**config.mk**
```make
export PLATFORM = sky130hd
export DESIGN_NAME = os_match_timer
export DESIGN_NICKNAME = d
export VERILOG_FILES = /design/src/rtl/ostmr_pkg.sv /design/src/rtl/ostmr_counter.sv /design/src/rtl/ostmr_channel.sv /design/src/rtl/ostmr_watchdog.sv /design/src/rtl/os_match_timer.sv
export SDC_FILE = /design/constraint.sdc
export NUM_CORES = 1
export LEC_CHECK = 0
export BUFFER_PORTS_ARGS = -buffer_cell sky130_fd_sc_hd__buf_2
export CORE_MARGIN = 10
export CORE_UTILIZATION = 35
export CTS_BUF_LIST = sky130_fd_sc_hd__clkbuf_2 sky130_fd_sc_hd__clkbuf_4 sky130_fd_sc_hd__clkbuf_8
export CTS_CLUSTER_DIAMETER = 100
export DETAILED_ROUTE_END_ITERATION = 6
export MAX_ROUTING_LAYER = met4
export PLACE_DENSITY = 0.54
export SLEW_MARGIN = 10
export SYNTH_ARGS = -nofsm -noshare
export SYNTH_HDL_FRONTEND = slang
export SYNTH_SLANG_ARGS = --single-unit
```
**constraint.sdc**
```tcl
create_clock -name clk -period 1.95 [get_ports clk]
set_input_delay 0.39 -clock clk [delete_from_list [all_inputs] [get_ports clk]]
set_output_delay 0.39 -clock clk [all_outputs]
set_load 0.01 [all_outputs]
```
**src/rtl/ostmr_pkg.sv**
```systemverilog
package ostmr_pkg;
   // Byte offsets decoded by software; match channel N sits at MATCH_STRIDE*N.
   localparam int MATCH_STRIDE = 4;
   localparam int OFF_COUNT    = 'h10;
   localparam int OFF_STATUS   = 'h14;
   localparam int OFF_WDT_ARM  = 'h18;
   localparam int OFF_IRQ_EN   = 'h1C;
   localparam int MAX_CHANNELS = 4;
endpackage

```
**src/rtl/ostmr_counter.sv**
```systemverilog
module ostmr_counter #(
   parameter int DATA_W = 32
) (
   input  logic              clk,
   input  logic              rst_n,
   input  logic              tick_i,
   input  logic              load_i,
   input  logic [DATA_W-1:0] load_val_i,
   output logic [DATA_W-1:0] cnt_o,
   output logic              moved_o
);
   logic [DATA_W-1:0] cnt_q;
   logic              moved_q;

   always_ff @(posedge clk) begin
      if (!rst_n) begin
         cnt_q   <= '0;
         moved_q <= 1'b0;
      end else begin
         moved_q <= load_i | tick_i;
         if (load_i)
            cnt_q <= load_val_i;
         else if (tick_i)
            cnt_q <= cnt_q + DATA_W'(1);
      end
   end

   assign cnt_o   = cnt_q;
   assign moved_o = moved_q;


   count_step_chk: assert property (@(posedge clk) disable iff (!rst_n)
      (!load_i && tick_i) |=> (cnt_q == $past(cnt_q) + DATA_W'(1)));

   count_hold_chk: assert property (@(posedge clk) disable iff (!rst_n)
      (!load_i && !tick_i) |=> $stable(cnt_q));
endmodule

```
**src/rtl/ostmr_channel.sv**
```systemverilog
module ostmr_channel #(
   parameter int DATA_W = 32
) (
   input  logic              clk,
   input  logic              rst_n,
   input  logic              wr_i,
   input  logic [DATA_W-1:0] wdata_i,
   input  logic [DATA_W-1:0] cnt_i,
   input  logic              moved_i,
   input  logic              ien_i,
   input  logic              clr_i,
   output logic [DATA_W-1:0] match_o,
   output logic              hit_o,
   output logic              flag_o
);
   logic [DATA_W-1:0] match_q;
   logic              flag_q;

   // Only a freshly taken counter value can match.
   assign hit_o = moved_i && (cnt_i == match_q);

   always_ff @(posedge clk) begin
      if (!rst_n) begin
         match_q <= '0;
         flag_q  <= 1'b0;
      end else begin
         if (wr_i)
            match_q <= wdata_i;
         if (hit_o && ien_i)
            flag_q <= 1'b1;
         else if (clr_i)
            flag_q <= 1'b0;
      end
   end

   assign match_o = match_q;
   assign flag_o  = flag_q;


   flag_fall_chk: assert property (@(posedge clk) disable iff (!rst_n)
      $fell(flag_q) |-> $past(clr_i));

   flag_rise_chk: assert property (@(posedge clk) disable iff (!rst_n)
      $rose(flag_q) |-> $past(ien_i && hit_o));
endmodule

```
**src/rtl/ostmr_watchdog.sv**
```systemverilog
module ostmr_watchdog (
   input  logic clk,
   input  logic rst_n,
   input  logic wr_i,
   input  logic wbit_i,
   input  logic hit_i,
   output logic arm_o,
   output logic rst_o
);
   logic arm_q;
   logic rst_q;

   always_ff @(posedge clk) begin
      if (!rst_n) begin
         arm_q <= 1'b0;
         rst_q <= 1'b0;
      end else begin
         rst_q <= hit_i && arm_q;
         if (hit_i && arm_q)
            arm_q <= 1'b0;
         else if (wr_i)
            arm_q <= wbit_i;
      end
   end

   assign arm_o = arm_q;
   assign rst_o = rst_q;


   rst_single_chk: assert property (@(posedge clk) disable iff (!rst_n)
      rst_q |=> !rst_q);

   rst_disarm_chk: assert property (@(posedge clk) disable iff (!rst_n)
      rst_q |-> !arm_q);

   rst_cause_chk: assert property (@(posedge clk) disable iff (!rst_n)
      $rose(rst_q) |-> $past(hit_i && arm_q));
endmodule

```
**src/rtl/os_match_timer.sv**
```systemverilog
module os_match_timer #(
   parameter int DATA_W   = 32,
   parameter int ADDR_W   = 8,
   parameter int NUM_CH   = 4,
   parameter int IEN_W    = 12,
   parameter int WDT_CH   = 3
) (
   input  logic              clk,
   input  logic              rst_n,
   input  logic              tick_en,
   input  logic [ADDR_W-1:0] addr,
   input  logic [DATA_W-1:0] wdata,
   input  logic              wr_en,
   input  logic              rd_en,
   output logic [DATA_W-1:0] rdata,
   output logic [NUM_CH-1:0] irq,
   output logic              wdt_rst
);
   import ostmr_pkg::*;

   localparam int STAT_PAD = DATA_W - NUM_CH;
   localparam int IEN_PAD  = DATA_W - IEN_W;

   generate
      if (NUM_CH < 1 || NUM_CH > MAX_CHANNELS) begin : g_bad_ch
         $error("NUM_CH must be 1..4");
      end
      if (WDT_CH >= NUM_CH) begin : g_bad_wdt
         $error("WDT_CH must name an existing channel");
      end
      if (IEN_W < NUM_CH || IEN_W >= DATA_W) begin : g_bad_ien
         $error("IEN_W must cover all channels and be narrower than DATA_W");
      end
      if (ADDR_W < 5) begin : g_bad_addr
         $error("ADDR_W too narrow for the register map");
      end
   endgenerate

   // ---------------- decode
   logic wr_count, wr_status, wr_arm, wr_ien;
   assign wr_count  = wr_en && (addr == ADDR_W'(OFF_COUNT));
   assign wr_status = wr_en && (addr == ADDR_W'(OFF_STATUS));
   assign wr_arm    = wr_en && (addr == ADDR_W'(OFF_WDT_ARM));
   assign wr_ien    = wr_en && (addr == ADDR_W'(OFF_IRQ_EN));

   // ---------------- counter
   logic [DATA_W-1:0] cnt;
   logic              moved;

   ostmr_counter #(.DATA_W(DATA_W)) u_cnt (
      .clk(clk), .rst_n(rst_n), .tick_i(tick_en), .load_i(wr_count),
      .load_val_i(wdata), .cnt_o(cnt), .moved_o(moved)
   );

   // ---------------- interrupt enable
   logic [IEN_W-1:0] ien_q;
   always_ff @(posedge clk) begin
      if (!rst_n)
         ien_q <= '0;
      else if (wr_ien)
         ien_q <= wdata[IEN_W-1:0];
   end

   // ---------------- match channels
   logic [DATA_W-1:0] match_val [NUM_CH];
   logic [NUM_CH-1:0] hit;
   logic [NUM_CH-1:0] flag;

   for (genvar n = 0; n < NUM_CH; n++) begin : g_ch
      logic wr_match;
      assign wr_match = wr_en && (addr == ADDR_W'(MATCH_STRIDE * n));

      ostmr_channel #(.DATA_W(DATA_W)) u_ch (
         .clk(clk), .rst_n(rst_n), .wr_i(wr_match), .wdata_i(wdata),
         .cnt_i(cnt), .moved_i(moved), .ien_i(ien_q[n]),
         .clr_i(wr_status && wdata[n]),
         .match_o(match_val[n]), .hit_o(hit[n]), .flag_o(flag[n])
      );
   end

   assign irq = flag;

   // ---------------- watchdog
   logic arm;
   ostmr_watchdog u_wdt (
      .clk(clk), .rst_n(rst_n), .wr_i(wr_arm), .wbit_i(wdata[0]),
      .hit_i(hit[WDT_CH]), .arm_o(arm), .rst_o(wdt_rst)
   );

   // ---------------- readback
   logic [DATA_W-1:0] rd_mux;
   logic [DATA_W-1:0] rdata_q;

   always_comb begin
      rd_mux = '0;
      if (addr == ADDR_W'(OFF_COUNT))
         rd_mux = cnt;
      else if (addr == ADDR_W'(OFF_STATUS))
         rd_mux = {{STAT_PAD{1'b0}}, flag};
      else if (addr == ADDR_W'(OFF_WDT_ARM))
         rd_mux = {{(DATA_W-1){1'b0}}, arm};
      else if (addr == ADDR_W'(OFF_IRQ_EN))
         rd_mux = {{IEN_PAD{1'b0}}, ien_q};
      else begin
         for (int n = 0; n < NUM_CH; n++)
            if (addr == ADDR_W'(MATCH_STRIDE * n))
               rd_mux = match_val[n];
      end
   end

   always_ff @(posedge clk) begin
      if (!rst_n)
         rdata_q <= '0;
      else if (rd_en)
         rdata_q <= rd_mux;
   end

   assign rdata = rdata_q;


   reset_quiet_chk: assert property (@(posedge clk)
      !rst_n |=> (irq == '0 && !wdt_rst));

   ien_width_chk: assert property (@(posedge clk) disable iff (!rst_n)
      (rd_en && addr == ADDR_W'(OFF_IRQ_EN)) |=> (rdata[DATA_W-1:IEN_W] == '0));
endmodule

```
==> results.sh <==
export IMPL_p_leak_uw=0.00477
export IMPL_post_cts_buffers=0
export IMPL_grt_max_degree=54
export IMPL_grt_usage_pct=21.9
export IMPL_portBuffers=81
export IMPL_critPathCaptureType="register"
export IMPL_synthSimpleGateAreaFrac_pct=20.4
export IMPL_vias=10200
export IMPL_synthMuxAreaShare_pct=6.88
export IMPL_syn_area_per_cell_sq_um=8.25
export IMPL_r2r_slack_ps=110
export IMPL_mostFrequentLayoutCells="331 x nand2_1, 206 x dfxtp_1, 139 x a21oi_1"
export IMPL_yosysWarnings=0
export IMPL_area_growth_synth_to_final_pct=19.4
export IMPL_synth_compound_area_share_pct=16.0
export IMPL_worst_pin_slew_ps=645
export IMPL_power_density_nw_per_um2=704
export IMPL_drtIter0Drc=896
export IMPL_synth_area_leader_cell="dfxtp_1"
export IMPL_holdPathEnd="g_ch[2].u_ch.match_o[31]$_SDFFE_PN0P_"
export IMPL_synthFlopType="dfxtp_1"
export IMPL_pwr_share_clk_pct=45.7
export IMPL_min_period_ps=1840
export IMPL_yosys_cell_types_count=57
export IMPL_vias_per_cell=5.48
export IMPL_ant_nets=0
export IMPL_initial_core_util_pct=35.7
export IMPL_maxSlewHeadroom_pct=56.7
export IMPL_insertion_delay_ps=540
export IMPL_fp_dieH_um=197
export IMPL_tritoncts="done"
export IMPL_rr_worst_depth=6
export IMPL_die_area_sq_um=39000
export IMPL_dr_pass1_iters=5
export IMPL_start_kind="register"
export IMPL_path_class="register to register"
export IMPL_worst_ep_required_time_ps=2430
export IMPL_whs_path_depth=3
export IMPL_finalNetCount=1484
export IMPL_max_freq_mhz=543
export IMPL_clockRootBuffer="clkbuf_8"
export IMPL_setup_violations=0
export IMPL_swShare_pct=24.9
export IMPL_cp_max_fo=7
export IMPL_outcome="complete, no violations"
export IMPL_pin_count=82
export IMPL_yosys_area_top_type_share_pct=38.3
export IMPL_async_reset_ff_share_pct=0
export IMPL_place_ws_ps=-55.2
export IMPL_synth_area_sq_um=11000
export IMPL_hold_start="wdata[31]"
export IMPL_reg2reg_to="g_ch[3].u_ch.flag_o$_SDFFE_PN0P_"
export IMPL_synth_top_family_by_area="simple AND/OR/NAND/NOR gates"
export IMPL_r2r_start="u_cnt.cnt_o[20]$_SDFFE_PN0P_"
export IMPL_hp_class="input pin to register"
export IMPL_period_share_pct=94.5
export IMPL_grt_pass1_wl_um=63800
export IMPL_cts_sinks=211
export IMPL_syn_inst=1335
export IMPL_num_rows=64
export IMPL_fin_ws_ps=108
export IMPL_cts_made_buffers=39
export IMPL_cts_max_path_buffers=3
export IMPL_pwr_share_comb_pct=7.0
export IMPL_ys_seq_area_share_pct=38.3
export IMPL_htree_levels=2
export IMPL_cp_arrival_ps=2320
export IMPL_clkTransAtPathRegs_ps=60
export IMPL_overflow=0
export IMPL_ys_seq_elements=211
export IMPL_maxSlewViolCount=0
export IMPL_power_net_switching_uw=2310
export IMPL_synth_xor_area_share_pct=12.2
export IMPL_die_width_um=197
export IMPL_finalSetupTns_ps=0
export IMPL_wl_um=41800
export IMPL_synth_edff_count=0
export IMPL_hpwl_um=30300
export IMPL_p_int_uw=6960
export IMPL_synthAdderAreaFrac_pct=0.114
export IMPL_final_common_cell="nand2_1"
export IMPL_ir_worst_vdd_v=0.000341
export IMPL_seq_power_share_pct=47.3
export IMPL_post_drt_wl_per_cell_um=22.5
export IMPL_antenna_found_initial=2
export IMPL_final_layout_size_suffix_gt1_share_pct=23.1
export IMPL_max_cap_viol_count=0
export IMPL_fin_skew_ps=20.4
export IMPL_coreArea_sq_um=30800
export IMPL_grt_pass1_vias=10000
export IMPL_synth_nets=1381
export IMPL_rsz0062_at_grt="no"
export IMPL_synth_area_top_cells="dfxtp_1 38%, nand2_1 11%, xnor2_1 7.8%"
export IMPL_remaining_drc_errors=0
export IMPL_hold_viol=0
export IMPL_place_gp_congestion=0.970
==> worst max-delay path, stage by stage (launching register included) <==
cell and delay (ps):
dfxtp_1 400, xnor2_1 360, o2111a_1 280, nand4_1 110, nor4_2 280, buf_4 190, a31o_2 150
==> worst max path at each step <==
| stage | startpoint | end |
|---|---|---|
| after detailed placement | addr[1] | rdata[4]$_SDFFE_PN0P_ |
| after floorplan | addr[3] | rdata[6]$_SDFFE_PN0P_ |
| after global placement | u_cnt.cnt_o[31]$_SDFFE_PN0P_ | g_ch[3].u_ch.flag_o$_SDFFE_PN0P_ |
| after CTS | u_cnt.cnt_o[6]$_SDFFE_PN0P_ | u_wdt.rst_o$_SDFF_PN0_ |
| final | u_cnt.cnt_o[20]$_SDFFE_PN0P_ | g_ch[3].u_ch.flag_o$_SDFFE_PN0P_ |
| after global routing | u_cnt.cnt_o[2]$_SDFFE_PN0P_ | u_cnt.cnt_o[24]$_SDFFE_PN0P_ |
==> cells by family (layout without fill, tap and decap cells) <==
| family | after synthesis | in the layout |
|---|---|---|
| other | 0 | 2 |
| DFF | 211 | 211 |
| buffers and inverters | 138 | 264 |
| muxes | 40 | 40 |
| xor gates and xnor gates | 154 | 154 |
| AOI/OAI and AO/OA | 294 | 294 |
| adders and majority gates | 1 | 1 |
| and+or+nand+nor | 497 | 497 |
==> power by group through the flow <==
stage	clock (uW)	sequential, uW	combinational (uW)
floorplan	0	4480	307
global placement	0	4470	641
detailed placement	0	4470	640
CTS	4300	4380	646
global route	4480	4380	700
finish	4240	4380	648
==> area by class of cell <==
| type | count | area (sq um) |
|---|---|---|
| fillers | 3097 | 17700 |
| multi-input cells | 986 | 6150 |
| flip-flops and latches | 211 | 4230 |
| repair buffers | 192 | 1490 |
| clock buffers | 60 | 732 |
| well taps | 396 | 495 |
| inverters | 8 | 32.5 |
| clock inverters | 4 | 22.5 |
| diodes | 2 | 5.00 |
==> synth_stat cells (10+ instances only) <==
| cell | n |
|---|---|
| and3_1 | 11 |
| a31oi_1 | 26 |
| a211oi_1 | 13 |
| nor2_1 | 24 |
| buf_4 | 19 |
| a21oi_1 | 139 |
| nand3_1 | 34 |
| clkbuf_1 | 67 |
| nor4_1 | 15 |
| a21oi_2 | 30 |
| nand4_1 | 39 |
| nand2b_1 | 10 |
| xnor2_1 | 98 |
| o21ai_0 | 55 |
| nand2_1 | 331 |
| xor2_1 | 56 |
| buf_2 | 38 |
| mux4_2 | 28 |
| dfxtp_1 | 211 |
==> metal layers <==
layer	global-route usage (%)	vias up	wire, um	share of wire, %
met5	-	-	0	0
met4	6.84	0	1080	2.6
met3	4.60	70	3390	8.1
met2	32.7	402	18600	44
met1	28.9	4909	18800	45
li1	-	4802	-	-
==> sequential cells by signal (all words and copies together) (netlist names) <==
name and cells:
rdata 32, g_ch.u_ch.match_o 128, u_wdt.arm_o 1, u_wdt.rst_o 1, g_ch.u_ch.flag_o 4, u_cnt.moved_o 1
u_cnt.cnt_o 32, ien_q 12
==> repair_timing <==
item	in CTS	in global routing
hold buffers	0	0
endpoints found under the setup margin	3	9
gates resized for setup	2	6
==> metrics by stage <==
step	cells	utilization, %	cell area (sq um)	power (uW)	hold WS, ps
5_1_grt	1859	42.7	13200	9570	135
3_5_place_dp	1793	40.1	12400	5110	450
6_report	1859	42.7	13200	9270	141
2_1_floorplan	1335	-	11000	4780	432
3_3_place_gp	1793	40.1	12400	5110	444
4_1_cts	1857	42.6	13100	9330	122
(Power assumes the default switching activity.)
